`config.mk`:
```
export PLATFORM = sky130hd
export DESIGN_NAME = freerun_timer
export DESIGN_NICKNAME = d
export VERILOG_FILES = /design/src/rtl/freerun_timer_pkg.sv /design/src/rtl/ext_edge_det.sv /design/src/rtl/presc_div.sv /design/src/rtl/tmr_count.sv /design/src/rtl/freerun_timer.sv
export SDC_FILE = /design/constraint.sdc
export NUM_CORES = 1
export LEC_CHECK = 0
export ABC_AREA = 1
export CAP_MARGIN = 20
export CORE_MARGIN = 3
export CORE_UTILIZATION = 51
export DETAILED_ROUTE_END_ITERATION = 8
export GPL_TIMING_DRIVEN = 0
export PLACE_DENSITY_LB_ADDON = 0.05
export SKIP_CTS_REPAIR_TIMING = 1
export SYNTH_ARGS = -nofsm -noshare
export SYNTH_HDL_FRONTEND = slang
export SYNTH_HIERARCHICAL = 1
export SYNTH_SLANG_ARGS = --single-unit
export TNS_END_PERCENT = 50
```
`constraint.sdc`:
```
create_clock -name clk_i -period 4.62 [get_ports clk_i]
set_input_delay 0.924 -clock clk_i [delete_from_list [all_inputs] [get_ports clk_i]]
set_output_delay 0.924 -clock clk_i [all_outputs]
set_load 0.01 [all_outputs]
```
`src/rtl/freerun_timer_pkg.sv`:
```
package freerun_timer_pkg;
  localparam int unsigned CNT_W    = 8;
  localparam int unsigned PS_SEL_W = 3;
  localparam int unsigned CTRL_W   = PS_SEL_W + 3;

  typedef struct packed {
    logic                src_ext;
    logic                edge_fall;
    logic                psa_wdt;
    logic [PS_SEL_W-1:0] ps_sel;
  } tmr_ctrl_t;
endpackage

```
`src/rtl/ext_edge_det.sv`:
```
module ext_edge_det #(
  parameter int unsigned SYNC_STAGES = 2
) (
  input  logic clk_i,
  input  logic rst_ni,
  input  logic ext_i,
  output logic rise_o,
  output logic fall_o
);
  logic [SYNC_STAGES-1:0] sync_q;
  logic                   prev_q;

  for (genvar g = 0; g < SYNC_STAGES; g++) begin : g_sync
    always_ff @(posedge clk_i or negedge rst_ni) begin
      if (!rst_ni) sync_q[g] <= 1'b0;
      else if (g == 0) sync_q[g] <= ext_i;
      else sync_q[g] <= sync_q[(g == 0) ? 0 : g-1];
    end
  end

  always_ff @(posedge clk_i or negedge rst_ni) begin
    if (!rst_ni) prev_q <= 1'b0;
    else         prev_q <= sync_q[SYNC_STAGES-1];
  end

  assign rise_o = sync_q[SYNC_STAGES-1] & ~prev_q;
  assign fall_o = ~sync_q[SYNC_STAGES-1] & prev_q;

  // an edge is reported for exactly one cycle per level change
  p_edge_once_r6: assert property (@(posedge clk_i) disable iff (!rst_ni)
    rise_o |=> !rise_o);
  p_edge_excl_r6: assert property (@(posedge clk_i) disable iff (!rst_ni)
    $onehot0({rise_o, fall_o}));
endmodule

```
`src/rtl/presc_div.sv`:
```
module presc_div #(
  parameter int unsigned PSC_W = 8,
  parameter int unsigned SEL_W = 3
) (
  input  logic             clk_i,
  input  logic             rst_ni,
  input  logic             clr_i,
  input  logic             src_i,
  input  logic [SEL_W-1:0] sel_i,
  output logic             tick_o
);
  localparam logic [PSC_W:0] ONE = (PSC_W+1)'(1);

  logic [PSC_W-1:0] psc_q;
  logic [PSC_W:0]   ratio;
  logic [PSC_W-1:0] mask;

  // ratio = 2^(sel+1); mask = ratio-1 (modulo 2^PSC_W)
  assign ratio  = ONE << (int'(sel_i) + 1);
  assign mask   = ratio[PSC_W-1:0] - PSC_W'(1);
  assign tick_o = src_i & ((psc_q & mask) == mask);

  always_ff @(posedge clk_i or negedge rst_ni) begin
    if (!rst_ni)     psc_q <= '0;
    else if (clr_i)  psc_q <= '0;
    else if (src_i)  psc_q <= psc_q + PSC_W'(1);
  end

  p_psc_clr_r9: assert property (@(posedge clk_i) disable iff (!rst_ni)
    clr_i |=> (psc_q == '0));
  p_psc_hold_r7: assert property (@(posedge clk_i) disable iff (!rst_ni)
    (!clr_i && !src_i) |=> $stable(psc_q));
endmodule

```
`src/rtl/tmr_count.sv`:
```
module tmr_count #(
  parameter int unsigned CNT_W    = 8,
  parameter int unsigned HOLD_CYC = 2
) (
  input  logic             clk_i,
  input  logic             rst_ni,
  input  logic             tick_i,
  input  logic             wr_i,
  input  logic [CNT_W-1:0] wr_data_i,
  input  logic             flag_clr_i,
  output logic [CNT_W-1:0] cnt_o,
  output logic             ovf_o
);
  localparam int unsigned     HOLD_W  = $clog2(HOLD_CYC + 1);
  localparam logic [CNT_W-1:0] CNT_MAX = '1;

  logic [CNT_W-1:0]  cnt_q;
  logic [HOLD_W-1:0] hold_q;
  logic              ovf_q;
  logic              adv;
  logic              wrap;

  assign adv  = tick_i & (hold_q == '0) & ~wr_i;
  assign wrap = adv & (cnt_q == CNT_MAX);

  always_ff @(posedge clk_i or negedge rst_ni) begin
    if (!rst_ni) begin
      cnt_q  <= '0;
      hold_q <= '0;
    end else if (wr_i) begin
      cnt_q  <= wr_data_i;
      hold_q <= HOLD_W'(HOLD_CYC);
    end else begin
      if (hold_q != '0) hold_q <= hold_q - HOLD_W'(1);
      if (adv)          cnt_q  <= cnt_q + CNT_W'(1);
    end
  end

  // set beats clear
  always_ff @(posedge clk_i or negedge rst_ni) begin
    if (!rst_ni)         ovf_q <= 1'b0;
    else if (wrap)       ovf_q <= 1'b1;
    else if (flag_clr_i) ovf_q <= 1'b0;
  end

  assign cnt_o = cnt_q;
  assign ovf_o = ovf_q;

  p_wrap_zero_r1: assert property (@(posedge clk_i) disable iff (!rst_ni)
    (tick_i && !wr_i && hold_q == '0 && cnt_q == CNT_MAX) |=> (cnt_q == '0 && ovf_q));
  p_step_r1: assert property (@(posedge clk_i) disable iff (!rst_ni)
    (!tick_i && !wr_i) |=> $stable(cnt_q));
  p_flag_hold_r2: assert property (@(posedge clk_i) disable iff (!rst_ni)
    (ovf_q && !flag_clr_i) |=> ovf_q);
  p_load_r3: assert property (@(posedge clk_i) disable iff (!rst_ni)
    wr_i |=> (cnt_q == $past(wr_data_i)));
  p_frozen_r3: assert property (@(posedge clk_i) disable iff (!rst_ni)
    (hold_q != '0 && !wr_i) |=> $stable(cnt_q));
  p_no_flag_on_wr_r4: assert property (@(posedge clk_i) disable iff (!rst_ni)
    (wr_i && !ovf_q) |=> !ovf_q);
endmodule

```
`src/rtl/freerun_timer.sv`:
```
module freerun_timer
  import freerun_timer_pkg::*;
(
  input  logic              clk_i,
  input  logic              rst_ni,
  input  logic [CTRL_W-1:0] ctrl_i,
  input  logic              inst_tick_i,
  input  logic              ext_clk_i,
  input  logic              sleep_i,
  input  logic              wr_en_i,
  input  logic [CNT_W-1:0]  wr_data_i,
  input  logic              flag_clr_i,
  input  logic              wdt_osc_i,
  input  logic              wdt_clr_i,
  output logic [CNT_W-1:0]  cnt_o,
  output logic              ovf_o,
  output logic              wdt_tick_o
);
  tmr_ctrl_t ctrl;
  logic ext_rise, ext_fall;
  logic src_raw, tmr_src;
  logic psc_src, psc_clr, psc_tick;
  logic timer_tick;

  assign ctrl = tmr_ctrl_t'(ctrl_i);

  ext_edge_det #(.SYNC_STAGES(2)) u_edge (
    .clk_i  (clk_i),
    .rst_ni (rst_ni),
    .ext_i  (ext_clk_i),
    .rise_o (ext_rise),
    .fall_o (ext_fall)
  );

  assign src_raw = ctrl.src_ext ? (ctrl.edge_fall ? ext_fall : ext_rise) : inst_tick_i;
  assign tmr_src = src_raw & ~sleep_i;

  // prescaler follows its owner: source, clear strobe and output
  assign psc_src    = ctrl.psa_wdt ? wdt_osc_i : tmr_src;
  assign psc_clr    = ctrl.psa_wdt ? wdt_clr_i : wr_en_i;
  assign timer_tick = ctrl.psa_wdt ? tmr_src   : psc_tick;
  assign wdt_tick_o = ctrl.psa_wdt ? psc_tick  : wdt_osc_i;

  presc_div #(.PSC_W(CNT_W), .SEL_W(PS_SEL_W)) u_psc (
    .clk_i  (clk_i),
    .rst_ni (rst_ni),
    .clr_i  (psc_clr),
    .src_i  (psc_src),
    .sel_i  (ctrl.ps_sel),
    .tick_o (psc_tick)
  );

  tmr_count #(.CNT_W(CNT_W), .HOLD_CYC(2)) u_cnt (
    .clk_i      (clk_i),
    .rst_ni     (rst_ni),
    .tick_i     (timer_tick),
    .wr_i       (wr_en_i),
    .wr_data_i  (wr_data_i),
    .flag_clr_i (flag_clr_i),
    .cnt_o      (cnt_o),
    .ovf_o      (ovf_o)
  );

  p_sleep_freeze_r10: assert property (@(posedge clk_i) disable iff (!rst_ni)
    (sleep_i && !wr_en_i) |=> $stable(cnt_o));
  p_ext_ignores_inst_r5: assert property (@(posedge clk_i) disable iff (!rst_ni)
    (ctrl.src_ext && !ext_rise && !ext_fall && !wr_en_i) |=> $stable(cnt_o));
  p_wdt_quiet_r8: assert property (@(posedge clk_i) disable iff (!rst_ni)
    !wdt_osc_i |-> !wdt_tick_o);
endmodule

```
# Yosys cells after proc, flatten, opt, wreduce, memory -nomap -nowiden
# Cells that the tools add are included.
word_totals:
  regBits: 22
  out_inout_bits: 10
  word_cells: 47
op_classes:
  add_sub_neg: 5
  eq_ne: 2
  n_shift: 1
  muxes: 14
  bitwise: 12
  reduce_logical: 6
ops:
  columns: ["op", "count"]
  rows:
  - ["$mux W8", 4]
  - ["$shl A1 B32 Y8 const A", 1]
  - ["$add A8 B1 Y8 const B", 2]
  - ["$reduce_bool A2 Y1", 5]
  - ["$and A8 B8 Y8", 1]
  - ["$eq A8 B8 Y1", 1]
  - ["$eq A8 B8 Y1 const B", 1]
  - ["$mux W1", 8]
  - ["$sub A8 B1 Y8 const B", 1]
  - ["$and A1 B1 Y1", 7]
  - ["$add A3 B1 Y4 const B", 1]
  - ["$mux W2", 2]
  - ["$not A1 Y1", 4]
  - ["$logic_not A2 Y1", 1]
  - ["$sub A2 B1 Y2 const B", 1]

# Logic depth before layout (Yosys ltp)
# Gate-level depths: netlist of the first run.
depth:
  ltp_word: 12
  ltp_mapped: 21

# By module
# Netlist of the first run, hierarchy kept.
by_module_without_submodules:
  columns: ["mod", "instances", "cells_each", "area_each_um2", "seq_area_each_um2"]
  rows:
  - ["tmr_count", 1, 95, 688.2, 275.3]
  - ["presc_div", 1, 102, 625.6, 200.2]
  - ["ext_edge_det", 1, 7, 90.1, 75.1]
  - ["freerun_timer", 1, 19, 77.6, 0.0]

# Worst setup path before layout of the first run
# OpenSTA, ideal clock, no wires.
synth_path:
  path_kind: "input to output"
  from: "input port ctrl_i[2]"
  to: "output port wdt_tick_o"
  arrival_ns: 1.914
  required_time_ns: 3.696
  setup_slack_ns: 1.782
  stages: 11
  path_buffers: 0
  path_cell_list: "inv_2 -> nand3_1 -> ha_1 -> nor2_1 -> nor2_1 -> nand2_1 -> nor2_1 -> nand3_1 -> nor2_1 -> nand2_1 -> nand2_1"
synth_via:
  elab_chain_len: 7
synth_lines:
  columns: ["element", "line", "rtl"]
  rows:
  - ["start, declared", "freerun_timer.sv:6", "input logic [CTRL_W-1:0] ctrl_i,"]
  - ["$add A3 B1 Y4 (*)", "presc_div.sv:19", "assign ratio = ONE << (int'(sel_i) + 1);"]
  - ["$shl A1 B32 Y8 (*)", "presc_div.sv:19", null]
  - ["$sub A8 B1 Y8 (*)", "presc_div.sv:20", "assign mask = ratio[PSC_W-1:0] - PSC_W'(1);"]
  - ["$and A8 B8 Y8", "presc_div.sv:21", "assign tick_o = src_i & ((psc_q & mask) == mask);"]
  - ["$eq A8 B8 Y1 (*)", "presc_div.sv:21", null]
  - ["$and A1 B1 Y1 (*)", "presc_div.sv:21", null]
  - ["named net psc_tick", "freerun_timer.sv:22", "logic psc_src, psc_clr, psc_tick;"]
  - ["$mux W1 (*)", "freerun_timer.sv:42", "assign wdt_tick_o = ctrl.psa_wdt ? psc_tick : wdt_osc_i;"]
  - ["end, declared", "freerun_timer.sv:17", "output logic wdt_tick_o"]
# The timed path passes the listed nets; every way through them passes the cells marked *.

# Worst setup path in the final report of the first run
# Ends and elaborated chain as after synthesis.

==> impl_results.md, run 1 <==
* Register area share after synthesis at 0.372
* Layout cells sized above 1 at 0.108
* Kind of critical path: in -> out
* Num CTS Buffers at 3
* Post-synth ARST share at 1.00
* VDD IR max at 0.224 mV
* Yosys warnings at 6
* Footprint of the multi-input gates at 787 um^2
* Worst Hold Launch: u_edge/sync_q[0]
* Status: finished, final reports clean
* Initial drt markers at 51
* Port Buffers at 32
* Dpl hpwl at 2450 um
* Routed via count at 1,437
* Area Growth Syn to Fin at 28.5%
* CORE AREA at approximately 2600 um^2
* Die height at 59.9 um
* Worst hold path class: reg -> reg
* IO Pins at 33
* Max Slew Vio Count at 0
* TritonCTS clock tree: built
* CTS Sinks at 22
* Slack of the worst reg-to-reg path at 2.35 ns
* Most common cell in the netlist: nand2_1
* Nets at 288
* Avg Inst Size Synth at between 6 and 7 um^2
* Sw Ratio at 0.319
* #FFs+latches synth at 22
* WHS Path Cells at 0
* Setup tns final at 0 ns
* Post-synth top cells: nand2_1, inv_1, nand3_1, dfrtp_1, nor2_1
* Startpoint Class: primary input
* Number of H-tree levels at 1
* Setup Skew at 0.00215 ns
* Register area at roughly 550 um^2
* WL per Instance at 10.8 um
* Reg-to-reg startpoint: u_edge/sync_q[1]
* RSZ-0062 raised after global routing: no
* Initial antenna violation count at 0
* Post-route antenna net violation count at 0
* GRT overflow at 0
* Top cells by area, synth: dfrtp_1, nand2_1, nand3_1
* Clock share of power at 0.224
* Synth Net Count at 250
* Starting Density at 0.567
* Largest net degree at the start of global routing at 23
* Final total power at approximately 480 uW
* Die X at about 60 um
* Initial DRT Pass Iterations at 4
* Max Cap Viol at 0
* Via density at 4.96
* Die Area at 3590 um^2
* Vias in the first global route at 1,261
* Setup violators final at 0
* CTS max path bufs at 2
* # rows at 18
* Fin worst setup slack at around 0.55 ns
* Hold Fails Final Rpt at 0
* Post-synthesis instance area at 1480 um^2
* Post-synth EDFFs at 0
* Final Cycle Share at 0.882
* Top_reg_cell synth: dfrtp_1
* Total GRT Usage at 0.193
* Reg power frac at 0.484
* Clock Pin Slew Worst Setup and Hold Paths at approximately 0.12 ns
* Psw at about 150 uW
* DRC errors left at 0
* Worst EP arrival at 3.15 ns
* CTS root buf: clkbuf_4
* Comb power frac at 0.291
* Number of fill cells at 240
* Final wirelength at ~3100 um
* Post-Synthesis Cells at 223
* Clock latency on the worst-skew pair at 0.30 ns
* Worst reg2reg path depth at 20
* ANT cells at 0
* First-pass GRT wire length at ~5300 um
* CP endpoint kind: output pin
* Final Wtd Congestion at 0.850
* R2r endpoint: u_cnt/cnt_o[6]
* Pre-CTS WS at 0.542 ns
* Critical Path Fanout Max at 6
* Worst Setup SP: ctrl_i[2]
* Cell Int Power at around 330 uW
* Static Leakage at 0.961 nW
* CP required at between 3 and 4 ns
* Post-synth cell types at 25
* Post-synth top area share at 0.372
* Cell taking the most area after synthesis: dfrtp_1
* Power Dens Cells at 254 nW/um^2
* Minimum clock period at 4.07 ns
* Worst hold endpoint: u_edge/sync_q[1]
* Fmax at ~0.25 GHz
through the flow:
| step | instance area [um^2] | hold WS, ns | util | cells |
|---|---|---|---|---|
| 2_1_floorplan | 1480 | 0.331 | - | 223 |
| 3_3_place_gp | 1840 | 0.335 | 0.704 | 285 |
| 3_5_place_dp | 1840 | 0.338 | 0.704 | 285 |
| 4_1_cts | 1880 | 0.366 | 0.718 | 289 |
| 5_1_grt | 1900 | 0.383 | 0.728 | 290 |
| 6_report | 1900 | 0.364 | 0.728 | 290 |
state kept, by name, indices dropped and copies added, names as in the netlist:
name,cells
u_cnt/cnt_o,8
u_psc/psc_q,8
u_cnt/hold_q,2
u_edge/sync_q,2
u_cnt/ovf_o,1
u_edge/prev_q,1
layout make-up:
class / instances / area share
flip-flops and latches: 22 / 0.289
plain buffers: 1 / 0.00263
inverters: 37 / 0.0730
repair buffers: 33 / 0.183
well taps: 30 / 0.0197
multi-input cells: 163 / 0.414
clock buffers: 4 / 0.0191
worst max-delay path by stage:
| stage | to | slack (ns) | cells past startpoint |
|---|---|---|---|
| after floorplan | wdt_tick_o | 1.78 | 11 |
| after global placement | wdt_tick_o | 0.58 | 13 |
| after detailed placement | wdt_tick_o | 0.54 | 13 |
| after CTS | wdt_tick_o | 0.53 | 13 |
| after global routing | wdt_tick_o | 0.32 | 13 |
| final | wdt_tick_o | 0.55 | 13 |
power groups by stage:
stage	Clock, mW	Sequential, mW	Combinational [mW]
6_report	0.108	0.234	0.141
5_1_grt	0.120	0.237	0.159
4_1_cts	0.111	0.234	0.140
3_5_place_dp	0	0.238	0.138
3_3_place_gp	0	0.236	0.135
2_1_floorplan	0	0.237	0.0755
routing by layer:
metal / vias up / track usage / part of all wire
met4: 0 / 0.0475 / 0.0042
li1: 772 / - / -
met3: 2 / 0.0259 / 0.038
met5: - / 0 / 0
met1: 632 / 0.272 / 0.51
met2: 31 / 0.310 / 0.44
critical path, stage by stage:
cell,delay [ns]
clkdlybuf4s50_1,0.49
inv_2,0.13
nand3_1,0.09
ha_1,0.29
nor2_1,0.04
nor2_1,0.08
nand2_1,0.05
nor2_1,0.10
nand3_1,0.08
nor2_1,0.18
nand2_1,0.09
nand2_1,0.07
clkdlybuf4s50_1,0.53
cells in the final DEF (no fill, tap or decap), types with 2 or more instances in the layout:
cell and count:
dfrtp_1 22, o21ai_0 4, a21oi_1 4, inv_1 29, o21bai_1 2, nor2_1 20, nor2_2 3, nand2_1 75
inv_2 8, nand3_1 28, nor2_4 2, ha_1 4, nor3_1 2, nand2_2 5, nand4_1 5, clkbuf_4 3
clkdlybuf4s50_1 32
kinds of logic after synthesis:
logic type	Yosys count	synth area share
buffers and inverters	38	0.0971
DFF	22	0.372
other	1	0.00253
and+or+nand+nor	143	0.431
xor gates and xnor gates	1	0.00591
AOI/OAI and AO/OA	14	0.0583
adders and majority gates	4	0.0338
Note: power is estimated with default switching activity, not from simulation.
==> run 2: changes to the inputs <==
Settings changed: CORE_UTILIZATION 51 to 50.
Clock period 4.62 ns to 4.15 ns, I/O delays scaled along.
==> run 2 against run 1 <==
  * Via count grew 1.2%
  * Non-clock buffer count stayed put
  * Combinational power increased by 11%
  * Final cell count grew 0.34%
  * Highest routed layer unchanged
  * Die area rose by 1.8%
  * Setup slack worse by 0.27 ns
  * Register-to-register slack worse by 0.44 ns
  * Largest power group unchanged
==> impl_results.md, run 2 (synthesis results as in run 1) <==
* Starting Density at 0.533
* # rows at 19
* VDD IR max at 0.274 mV
* Minimum clock period at 3.87 ns
* Setup Skew at 0.00501 ns
* CTS root buf: clkbuf_4
* CTS Sinks at 22
* CORE AREA at about 2800 um^2
* Die X at a little over 60 um
* Largest net degree at the start of global routing at 23
* Layout cells sized above 1 at 0.108
* Static Leakage at 0.961 nW
* Power Dens Cells at between 200 and 300 nW/um^2
* Hold Fails Final Rpt at 0
* Die Area at around 3700 um^2
* Dpl hpwl at around 2500 um
* TritonCTS clock tree: built
* Num CTS Buffers at 3
* Vias in the first global route at 1,327
* Leading cell types in the layout, fill and taps excluded: nand2_1, clkdlybuf4s50_1, inv_1
* Most common cell after layout, fill and taps aside: nand2_1
* First-pass GRT wire length at approximately 5600 um
* Nets at 288
* Final Cycle Share at 0.934
* Post-route antenna net violation count at 0
* Kind of critical path: in -> out
* Final wirelength at 3350 um
* Clock Pin Slew Worst Setup and Hold Paths at 0.13 ns
* Total GRT Usage at 0.201
* Critical Path Fanout Max at 6
* GRT overflow at 0
* Hold Worst Slack at 0.381 ns
* Area Growth Syn to Fin at 28.5%
* Initial DRT Pass Iterations at 4
* Setup tns final at 0 ns
* Status: finished, final reports clean
* CTS max path bufs at 2
* Startpoint Class: primary input
* Worst EP arrival at 3.04 ns
* Worst Setup SP: ctrl_i[2]
* CP endpoint kind: output pin
* Fmax at 0.258 GHz
* Via density at 5.00
* IO Pins at 33
* Final Wtd Congestion at 0.862
* Setup violators final at 0
* Worst hold path class: reg -> reg
* DRC errors left at 0
* Reg-to-reg startpoint: u_edge/sync_q[1]
* Initial drt markers at 115
* Max Slew Vio Count at 0
* Routed via count at 1,454
* Port Buffers at 32
* Die height at 60.4 um
* Clock latency on the worst-skew pair at a little over 0.3 ns
* Number of H-tree levels at 1
* Max Cap Viol at 0
* Initial antenna violation count at 0
* CP required at 3.32 ns
* RSZ-0062 raised after global routing: no
* WL per Instance at ~12 um
* ANT cells at 0
* Worst Hold Launch: u_edge/sync_q[0]
[run 2: worst paths after layout]
path | endpoint | slack (ns) | cells after the start
min in group asynchronous | u_psc/psc_q[7] | 0.79 | 1
worst max-delay path | wdt_tick_o | 0.28 | 13
worst min-delay path | u_edge/sync_q[1] | 0.38 | 0
worst min register to register | u_edge/sync_q[1] | 0.38 | 0
worst max register to register | u_cnt/ovf_o | 1.91 | 17
max in group asynchronous | u_psc/psc_q[2] | 2.96 | 2
[run 2: critical path, cell delays in order]
cell and delay [ns]:
clkdlybuf4s50_1 0.51, inv_2 0.15, nand3_1 0.09, ha_1 0.27, nor2_1 0.04, nor2_1 0.09
nand2_1 0.06, nor2_1 0.09, nand3_1 0.08, nor2_1 0.15, nand2_1 0.08, nand2_1 0.07
clkdlybuf4s50_1 0.54
[run 2: power breakdown]
group	switching, mW	total, mW	leakage (nW)	internal [mW]
combinational	0.0810	0.157	0.661	0.0758
sequential	0.0236	0.260	0.279	0.237
clock	0.0697	0.123	0.0210	0.0536
[run 2: through the flow]
| stage | util | cell area (um^2) | total power, mW | std cells | setup WS [ns] |
|---|---|---|---|---|---|
| 2_1_floorplan | - | 1480 | 0.348 | 223 | 1.50 |
| 3_3_place_gp | 0.662 | 1840 | 0.415 | 286 | 0.261 |
| 3_5_place_dp | 0.662 | 1840 | 0.418 | 286 | 0.257 |
| 4_1_cts | 0.675 | 1880 | 0.543 | 290 | 0.238 |
| 5_1_grt | 0.685 | 1900 | 0.577 | 291 | 0.0974 |
| 6_report | 0.685 | 1900 | 0.541 | 291 | 0.275 |
[run 2: routing by layer]
metal / wire, um / vias to the layer above / track usage
met3: 135 / 2 / 0.0383
met4: 20 / 0 / 0.0372
met1: 1490 / 645 / 0.248
li1: - / 771 / -
met5: 0 / - / 0
met2: 1710 / 36 / 0.367
[run 2: final cells by class]
cell class	instances	area, um^2
plain buffers	1	5.00
clock buffers	4	36.3
fillers	252	877
inverters	37	139
multi-input cells	163	787
flip-flops and latches	22	551
well taps	31	38.8
repair buffers	33	348
